--- config.mk ---
export PLATFORM = sky130hd
export DESIGN_NAME = rob_core
export DESIGN_NICKNAME = d
export VERILOG_FILES = /design/src/rtl/rob_pkg.sv /design/src/rtl/rob_fwd_mux.sv /design/src/rtl/rob_ld_check.sv /design/src/rtl/rob_core.sv
export SDC_FILE = /design/constraint.sdc
export NUM_CORES = 1
export LEC_CHECK = 0
export ABC_AREA = 0
export BUFFER_PORTS_ARGS = -buffer_cell sky130_fd_sc_hd__buf_2
export CAP_MARGIN = 10
export CORE_ASPECT_RATIO = 0.8
export CORE_MARGIN = 2
export CORE_UTILIZATION = 60
export CTS_CLUSTER_SIZE = 8
export DETAILED_ROUTE_END_ITERATION = 7
export PLACE_DENSITY = 0.88
export SETUP_SLACK_MARGIN = 0.2
export SYNTH_ARGS = -nofsm -noshare
export SYNTH_HDL_FRONTEND = slang
export SYNTH_SLANG_ARGS = --single-unit
--- constraint.sdc ---
create_clock -name clk -period 6.8 [get_ports clk]
set_clock_uncertainty 0.1 [all_clocks]
set_input_delay 0.34 -clock clk [delete_from_list [all_inputs] [get_ports clk]]
set_output_delay 0.34 -clock clk [all_outputs]
set_load 0.01 [all_outputs]
--- src/rtl/rob_pkg.sv ---
`timescale 1ns/1ps
package rob_pkg;
    typedef enum logic [1:0] {
        OP_BRANCH = 2'b00,
        OP_STORE  = 2'b01,
        OP_REGWR  = 2'b10
    } op_kind_e;
endpackage

--- src/rtl/rob_fwd_mux.sv ---
`timescale 1ns/1ps
module rob_fwd_mux #(
    parameter int DEPTH = 8,
    parameter int DW    = 32,
    parameter int IW    = $clog2(DEPTH)
) (
    input  logic [DEPTH-1:0]         ent_vld,
    input  logic [DEPTH-1:0]         ent_rdy,
    input  logic [DEPTH-1:0][DW-1:0] ent_val,
    input  logic [IW-1:0]            q_tag,
    output logic                     hit,
    output logic [DW-1:0]            value
);
    // operand forwarding: a done, unretired entry answers by its tag
    always_comb begin
        hit   = ent_vld[q_tag] & ent_rdy[q_tag];
        value = ent_val[q_tag];
    end
endmodule

--- src/rtl/rob_ld_check.sv ---
`timescale 1ns/1ps
module rob_ld_check #(
    parameter int DEPTH = 8,
    parameter int AW    = 32,
    parameter int IW    = $clog2(DEPTH)
) (
    input  logic [IW-1:0]            head,
    input  logic [DEPTH-1:0]         ent_vld,
    input  logic [DEPTH-1:0]         ent_store,
    input  logic [DEPTH-1:0]         ent_av,
    input  logic [DEPTH-1:0][AW-1:0] ent_addr,
    input  logic [IW-1:0]            ld_tag,
    input  logic [AW-1:0]            ld_addr,
    output logic                     block
);
    logic [IW-1:0]    ld_age;
    logic [DEPTH-1:0] hazard;

    assign ld_age = ld_tag - head;

    for (genvar i = 0; i < DEPTH; i++) begin : g_slot
        localparam logic [IW-1:0] SLOT = IW'(i);
        logic [IW-1:0] age;
        logic          older;
        assign age   = SLOT - head;
        assign older = age < ld_age;
        // an older store blocks when its address is unknown or equal
        assign hazard[i] = ent_vld[i] & ent_store[i] & older &
                           (~ent_av[i] | (ent_addr[i] == ld_addr));
    end

    assign block = |hazard;
endmodule

--- src/rtl/rob_core.sv ---
`timescale 1ns/1ps
module rob_core #(
    parameter int DEPTH = 8,
    parameter int DW    = 32,
    parameter int AW    = 32,
    parameter int RW    = 5,
    parameter int IW    = $clog2(DEPTH)
) (
    input  logic          clk,
    input  logic          rst_n,
    input  logic          alloc_valid,
    input  logic [1:0]    alloc_type,
    input  logic [RW-1:0] alloc_reg,
    output logic          alloc_ready,
    output logic [IW-1:0] alloc_tag,
    input  logic          cdb_valid,
    input  logic [IW-1:0] cdb_tag,
    input  logic [DW-1:0] cdb_value,
    input  logic          cdb_exc,
    input  logic          cdb_mispred,
    input  logic          st_addr_valid,
    input  logic [IW-1:0] st_addr_tag,
    input  logic [AW-1:0] st_addr,
    input  logic [IW-1:0] lk_tag,
    output logic          lk_hit,
    output logic [DW-1:0] lk_value,
    input  logic [IW-1:0] ld_tag,
    input  logic [AW-1:0] ld_addr,
    output logic          ld_block,
    output logic          cm_reg_we,
    output logic [RW-1:0] cm_reg_idx,
    output logic [DW-1:0] cm_reg_val,
    output logic          cm_st_we,
    output logic [AW-1:0] cm_st_addr,
    output logic [DW-1:0] cm_st_data,
    output logic          cm_br_valid,
    output logic          cm_br_mispred,
    output logic          cm_exc,
    output logic          flush
);
    import rob_pkg::*;

    localparam int CW = $clog2(DEPTH + 1);
    localparam logic [CW-1:0] FULL_CNT = CW'(DEPTH);

    typedef struct packed {
        logic [DEPTH-1:0]         vld;
        logic [DEPTH-1:0]         rdy;
        logic [DEPTH-1:0]         exc;
        logic [DEPTH-1:0]         mis;
        logic [DEPTH-1:0]         av;
        logic [DEPTH-1:0][1:0]    kind;
        logic [DEPTH-1:0][RW-1:0] rd;
        logic [DEPTH-1:0][DW-1:0] val;
        logic [DEPTH-1:0][AW-1:0] addr;
        logic [IW-1:0]            head;
        logic [IW-1:0]            tail;
        logic [CW-1:0]            cnt;
    } rob_state_t;

    rob_state_t st_q, st_d;

    logic          hd_vld, hd_go, hd_exc, retire, do_alloc;
    logic [1:0]    hd_kind;
    logic [DEPTH-1:0] is_store;

    // head decode and retire decision
    always_comb begin
        hd_vld  = st_q.vld[st_q.head];
        hd_kind = st_q.kind[st_q.head];
        hd_exc  = st_q.exc[st_q.head];
        hd_go   = hd_vld & st_q.rdy[st_q.head] &
                  (hd_exc | (hd_kind != OP_STORE) | st_q.av[st_q.head]);
        retire  = hd_go;
        flush   = retire & (hd_exc | ((hd_kind == OP_BRANCH) & st_q.mis[st_q.head]));
        alloc_ready = (st_q.cnt != FULL_CNT) & ~flush;
        do_alloc    = alloc_valid & alloc_ready;
        alloc_tag   = st_q.tail;

        cm_exc        = retire & hd_exc;
        cm_reg_we     = retire & ~hd_exc & (hd_kind == OP_REGWR);
        cm_reg_idx    = st_q.rd[st_q.head];
        cm_reg_val    = st_q.val[st_q.head];
        cm_st_we      = retire & ~hd_exc & (hd_kind == OP_STORE);
        cm_st_addr    = st_q.addr[st_q.head];
        cm_st_data    = st_q.val[st_q.head];
        cm_br_valid   = retire & ~hd_exc & (hd_kind == OP_BRANCH);
        cm_br_mispred = st_q.mis[st_q.head];

        for (int i = 0; i < DEPTH; i++) begin
            is_store[i] = (st_q.kind[i] == OP_STORE);
        end
    end

    // next-state computation
    always_comb begin
        st_d = st_q;
        if (flush) begin
            st_d.vld  = '0;
            st_d.head = '0;
            st_d.tail = '0;
            st_d.cnt  = '0;
        end else begin
            if (cdb_valid && st_q.vld[cdb_tag]) begin
                st_d.val[cdb_tag] = cdb_value;
                st_d.rdy[cdb_tag] = 1'b1;
                st_d.exc[cdb_tag] = cdb_exc;
                st_d.mis[cdb_tag] = cdb_mispred;
            end
            if (st_addr_valid && st_q.vld[st_addr_tag] && is_store[st_addr_tag]) begin
                st_d.addr[st_addr_tag] = st_addr;
                st_d.av[st_addr_tag]   = 1'b1;
            end
            if (retire) begin
                st_d.vld[st_q.head] = 1'b0;
                st_d.head           = st_q.head + 1'b1;
            end
            if (do_alloc) begin
                st_d.vld[st_q.tail]  = 1'b1;
                st_d.rdy[st_q.tail]  = 1'b0;
                st_d.exc[st_q.tail]  = 1'b0;
                st_d.mis[st_q.tail]  = 1'b0;
                st_d.av[st_q.tail]   = 1'b0;
                st_d.kind[st_q.tail] = alloc_type;
                st_d.rd[st_q.tail]   = alloc_reg;
                st_d.tail            = st_q.tail + 1'b1;
            end
            st_d.cnt = st_q.cnt + CW'(do_alloc) - CW'(retire);
        end
    end

    always_ff @(posedge clk or negedge rst_n) begin
        if (!rst_n) st_q <= '0;
        else        st_q <= st_d;
    end

    rob_fwd_mux #(.DEPTH(DEPTH), .DW(DW), .IW(IW)) u_fwd (
        .ent_vld (st_q.vld),
        .ent_rdy (st_q.rdy),
        .ent_val (st_q.val),
        .q_tag   (lk_tag),
        .hit     (lk_hit),
        .value   (lk_value)
    );

    rob_ld_check #(.DEPTH(DEPTH), .AW(AW), .IW(IW)) u_ldchk (
        .head      (st_q.head),
        .ent_vld   (st_q.vld),
        .ent_store (is_store),
        .ent_av    (st_q.av),
        .ent_addr  (st_q.addr),
        .ld_tag    (ld_tag),
        .ld_addr   (ld_addr),
        .block     (ld_block)
    );

    AST_NO_OVERFLOW: assert property (@(posedge clk) disable iff (!rst_n)
        st_q.cnt <= FULL_CNT);
    AST_FULL_STALL: assert property (@(posedge clk) disable iff (!rst_n)
        (st_q.cnt == FULL_CNT) |-> !alloc_ready);
    AST_ALLOC_GROWS: assert property (@(posedge clk) disable iff (!rst_n)
        (alloc_valid && alloc_ready && !retire) |=> st_q.cnt == $past(st_q.cnt) + 1'b1);
    AST_ONE_RETIRE: assert property (@(posedge clk) disable iff (!rst_n)
        $onehot0({cm_reg_we, cm_st_we, cm_br_valid, cm_exc}));
    AST_RETIRE_SHRINKS: assert property (@(posedge clk) disable iff (!rst_n)
        (retire && !flush && !(alloc_valid && alloc_ready)) |=> st_q.cnt == $past(st_q.cnt) - 1'b1);
    AST_EXC_SILENT: assert property (@(posedge clk) disable iff (!rst_n)
        cm_exc |-> !(cm_reg_we || cm_st_we || cm_br_valid));
    AST_EXC_FLUSHES: assert property (@(posedge clk) disable iff (!rst_n)
        cm_exc |-> flush);
    AST_FLUSH_EMPTY: assert property (@(posedge clk) disable iff (!rst_n)
        flush |=> (st_q.cnt == '0) && (alloc_tag == '0) && !lk_hit);
endmodule

==> results.py <==
metrics = {
    "detailed_routing": {
        "drt-wirelength-per-cell_um": 29.1,
        "viasPerCell": 6.80,
        "drtIter0Drc": 2722,
        "drc_errors": 0,
        "wl_um": 102000,
        "vias": 23732,
        "ant_nets": 0,
        "dr.pass1.iters": 5,
    },
    "grt": {
        "grt_pass1_wl_um": 155000,
        "antenna_found_initial": 14,
        "grt_pass1_vias": 25059,
        "gr-total-overflow": 0,
        "track_usage_pct": 35.0,
        "grt_max_degree": 200,
    },
    "synth": {
        "synthCells": 2476,
        "synth_async_sr_flop_share_pct": 100,
        "synth_area_leader_cell": "dfrtp_1",
        "ys_types": 56,
        "synth_area_leaders": "dfrtp_1 46%, mux2_2 19%, mux4_2 14%",
        "syn-num-nets": 2625,
        "syn_area_per_cell_um2": 13.6,
        "yosysWarnings": 0,
        "seq_area_frac_synth_pct": 45.8,
        "synth_top_area_share_pct": 45.8,
        "netlist_area_um2": 33800,
        "synth_flop_cell": "dfrtp_1",
        "synth_seq_cells": 618,
        "synth_edf_count": 0,
    },
    "floorplan": {
        "die_h_um": 216,
        "core_area_um2": 55400,
        "rows": 77,
        "initial_core_util_pct": 60.9,
        "die_width_um": 269,
        "die_area_um2": 58200,
        "ios": 267,
    },
    "critical_path": {
        "cp_common_cell": "xnor2_1",
        "arrival_ns": 5.18,
        "cp.buffers_inverters": 2,
        "cp_top_family": "flip-flops",
        "critPathMaxStageDelay_ns": 1.07,
        "crit_required_ns": 6.36,
        "cp_slowest_cell": "dfrtp_4",
        "critPathKind": "reg2out",
        "cp-end-kind": "output port",
        "crit_path_cell_trace": "buf_4, nand2b_1, fa_1, xnor2_1, xnor2_1, ha_1, nor2b_1, nor4b_1, a32oi_1, o2111ai_1, buf_2",
        "cp-start-kind": "flop",
        "path_max_fanout": 52,
    },
    "run_status": {
        "status": "completed",
    },
    "timing": {
        "clock.fmax_mhz": 178,
        "setup-tns-final_ns": 0,
        "drv_slew": 0,
        "fin_crit_sh_pct": 82.6,
        "min_period_ns": 5.62,
        "slew_headroom_pct": 19.7,
        "hold_violations": 0,
        "grt_setup_unrepaired": "no",
        "setup_viol": 0,
        "hold_slack_ns": 0.0522,
        "worst_pin_slew_ns": 1.20,
    },
    "cts": {
        "cts_sinks": 618,
        "insertion_delay_ns": 0.64,
        "numCtsBuffers": 87,
        "cts_resized": 0,
        "clk_pin_slew_ns": 0.05,
        "h-tree-depth": 3,
        "cts-root-buf": "clkbuf_16",
        "tritoncts": "yes",
        "cts_max_path_buffers": 3,
    },
    "placed_design": {
        "dpl.hpwl_um": 63100,
        "io_buffers": 266,
        "gp_congestion": 0.995,
        "placed_cells": 3314,
    },
    "power": {
        "leakage_nw": 17.5,
        "power_density_nw_per_um2": 490,
        "vdd_drop_max_v": 0.000264,
        "p_total_mw": 18.9,
    },
    "cells_and_area": {
        "final_nets": 2876,
        "multiInputGateArea_um2": 17300,
        "regArea_um2": 15500,
        "drive_above_1_share_pct": 45.2,
        "final_cell_mix": "615 x dfrtp_1, 570 x mux2_2, 264 x buf_2",
        "fin_cells": 3492,
        "final_common_cell": "dfrtp_1",
        "area_growth_pct": 14.1,
        "fill_cells": 3474,
    },
    "worst_hold_path": {
        "min_path_type": "in2reg",
    },
    "flow_run": {
        "maxCapViolCount": 0,
    },
}
## state kept, by name (all words and copies together), names as in the netlist
register   cells
st_q         615
alloc_tag      3
## synthesized netlist by cell type (2+ instances only)
library cell and n:
a22o_1 3, mux4_2 216, buf_4 37, mux2_4 27
buf_2 48, and4b_1 2, nor2_1 38, dfrtp_1 618
inv_1 20, nand2_1 222, buf_6 4, nand2b_1 14
ha_1 25, xnor2_1 3, a31oi_1 4, clkbuf_1 91
a21oi_1 22, nor2b_1 9, a32oi_1 3, and3b_1 2
nor3b_1 4, or4_1 4, nor4_2 2, nand3_1 16
nand4_1 24, and4_1 3, mux2i_1 20, mux2_1 6
and2_1 3, and3_1 3, o21a_1 5, nor4_4 2
nor4_1 65, nor4b_1 4, fa_1 2, mux2_2 570
o21ai_0 20, o21ba_2 2, o2111ai_1 5, nor4bb_1 4
a31o_2 6, xor2_1 258, buf_1 27
## worst reg2reg max path, cell delays in order, from the launching register on
cell and delay, ns:
dfrtp_4 0.93, mux4_2 0.63, mux2i_1 0.34, o31ai_4 0.12, buf_4 0.24, a21oi_1 0.81
nand2_1 0.27, ha_1 0.36, inv_1 0.05, ha_1 0.20, fa_1 0.42, xnor2_1 0.18
nor2_1 0.05
## logic make-up after synthesis
family | Yosys count | share of synthesized area (%)
mux | 840 | 35.5
compound gates | 77 | 1.49
fa+ha+maj | 27 | 1.05
buf+inv | 229 | 3.22
flops | 618 | 45.8
xor+xnor | 261 | 6.77
simple gates | 424 | 6.19
## report_power, final
part	switching (mW)	leakage [nW]	internal (mW)	total [mW]
clock network	1.58	1.14	2.30	3.89
logic	3.82	8.59	4.09	7.92
registers	1.70	7.80	5.36	7.06
total	7.11	17.5	11.8	18.9
## path summary, 6_finish.rpt
kind	from	end	slack, ns	cells after the start
min in group asynchronous	rst_n	st_q[241]$_DFFE_PN0P_	0.15	2
max reg2reg	st_q[8]$_DFFE_PN0P_	st_q[2]$_DFF_PN0_	1.97	12
max	st_q[7]$_DFFE_PN0P_	ld_block	1.18	11
max in group asynchronous	rst_n	st_q[9]$_DFFE_PN0P_	4.93	3
min reg2reg	st_q[558]$_DFFE_PN0P_	st_q[558]$_DFFE_PN0P_	0.40	1
min	alloc_type[1]	st_q[565]$_DFFE_PN0P_	0.05	2
## metrics by stage
stage	utilization, %	setup slack, ns	instance area (um^2)
5_1_grt	69.5	0.854	38500
2_1_floorplan	-	2.79	33800
3_3_place_gp	64.0	1.94	35400
3_5_place_dp	64.0	1.86	35400
6_report	69.5	1.18	38500
4_1_cts	69.5	1.16	38500
## repair_timing
action                                 4_1_cts  5_1_grt
hold buffers                                74        0
setup buffers                                0        0
setup endpoints to repair                    0        0
endpoints found under the hold margin      618        0
## per-layer routing
layer	track usage (%)	wire [um]
met5	0	95
met4	15.1	4420
met3	12.9	12300
met2	51.6	45500
met1	47.2	39300
## final cells by class
| type | instances | share of cell area [%] |
|---|---|---|
| clock buffers | 92 | 5.81 |
| inverters | 22 | 0.218 |
| flip-flops and latches | 618 | 40.2 |
| well taps | 750 | 2.44 |
| diodes | 6 | 0.0390 |
| clock inverters | 6 | 0.218 |
| repair buffers | 369 | 6.08 |
| multi-input cells | 1629 | 45.0 |
Note: power is estimated with default switching activity, not from simulation.
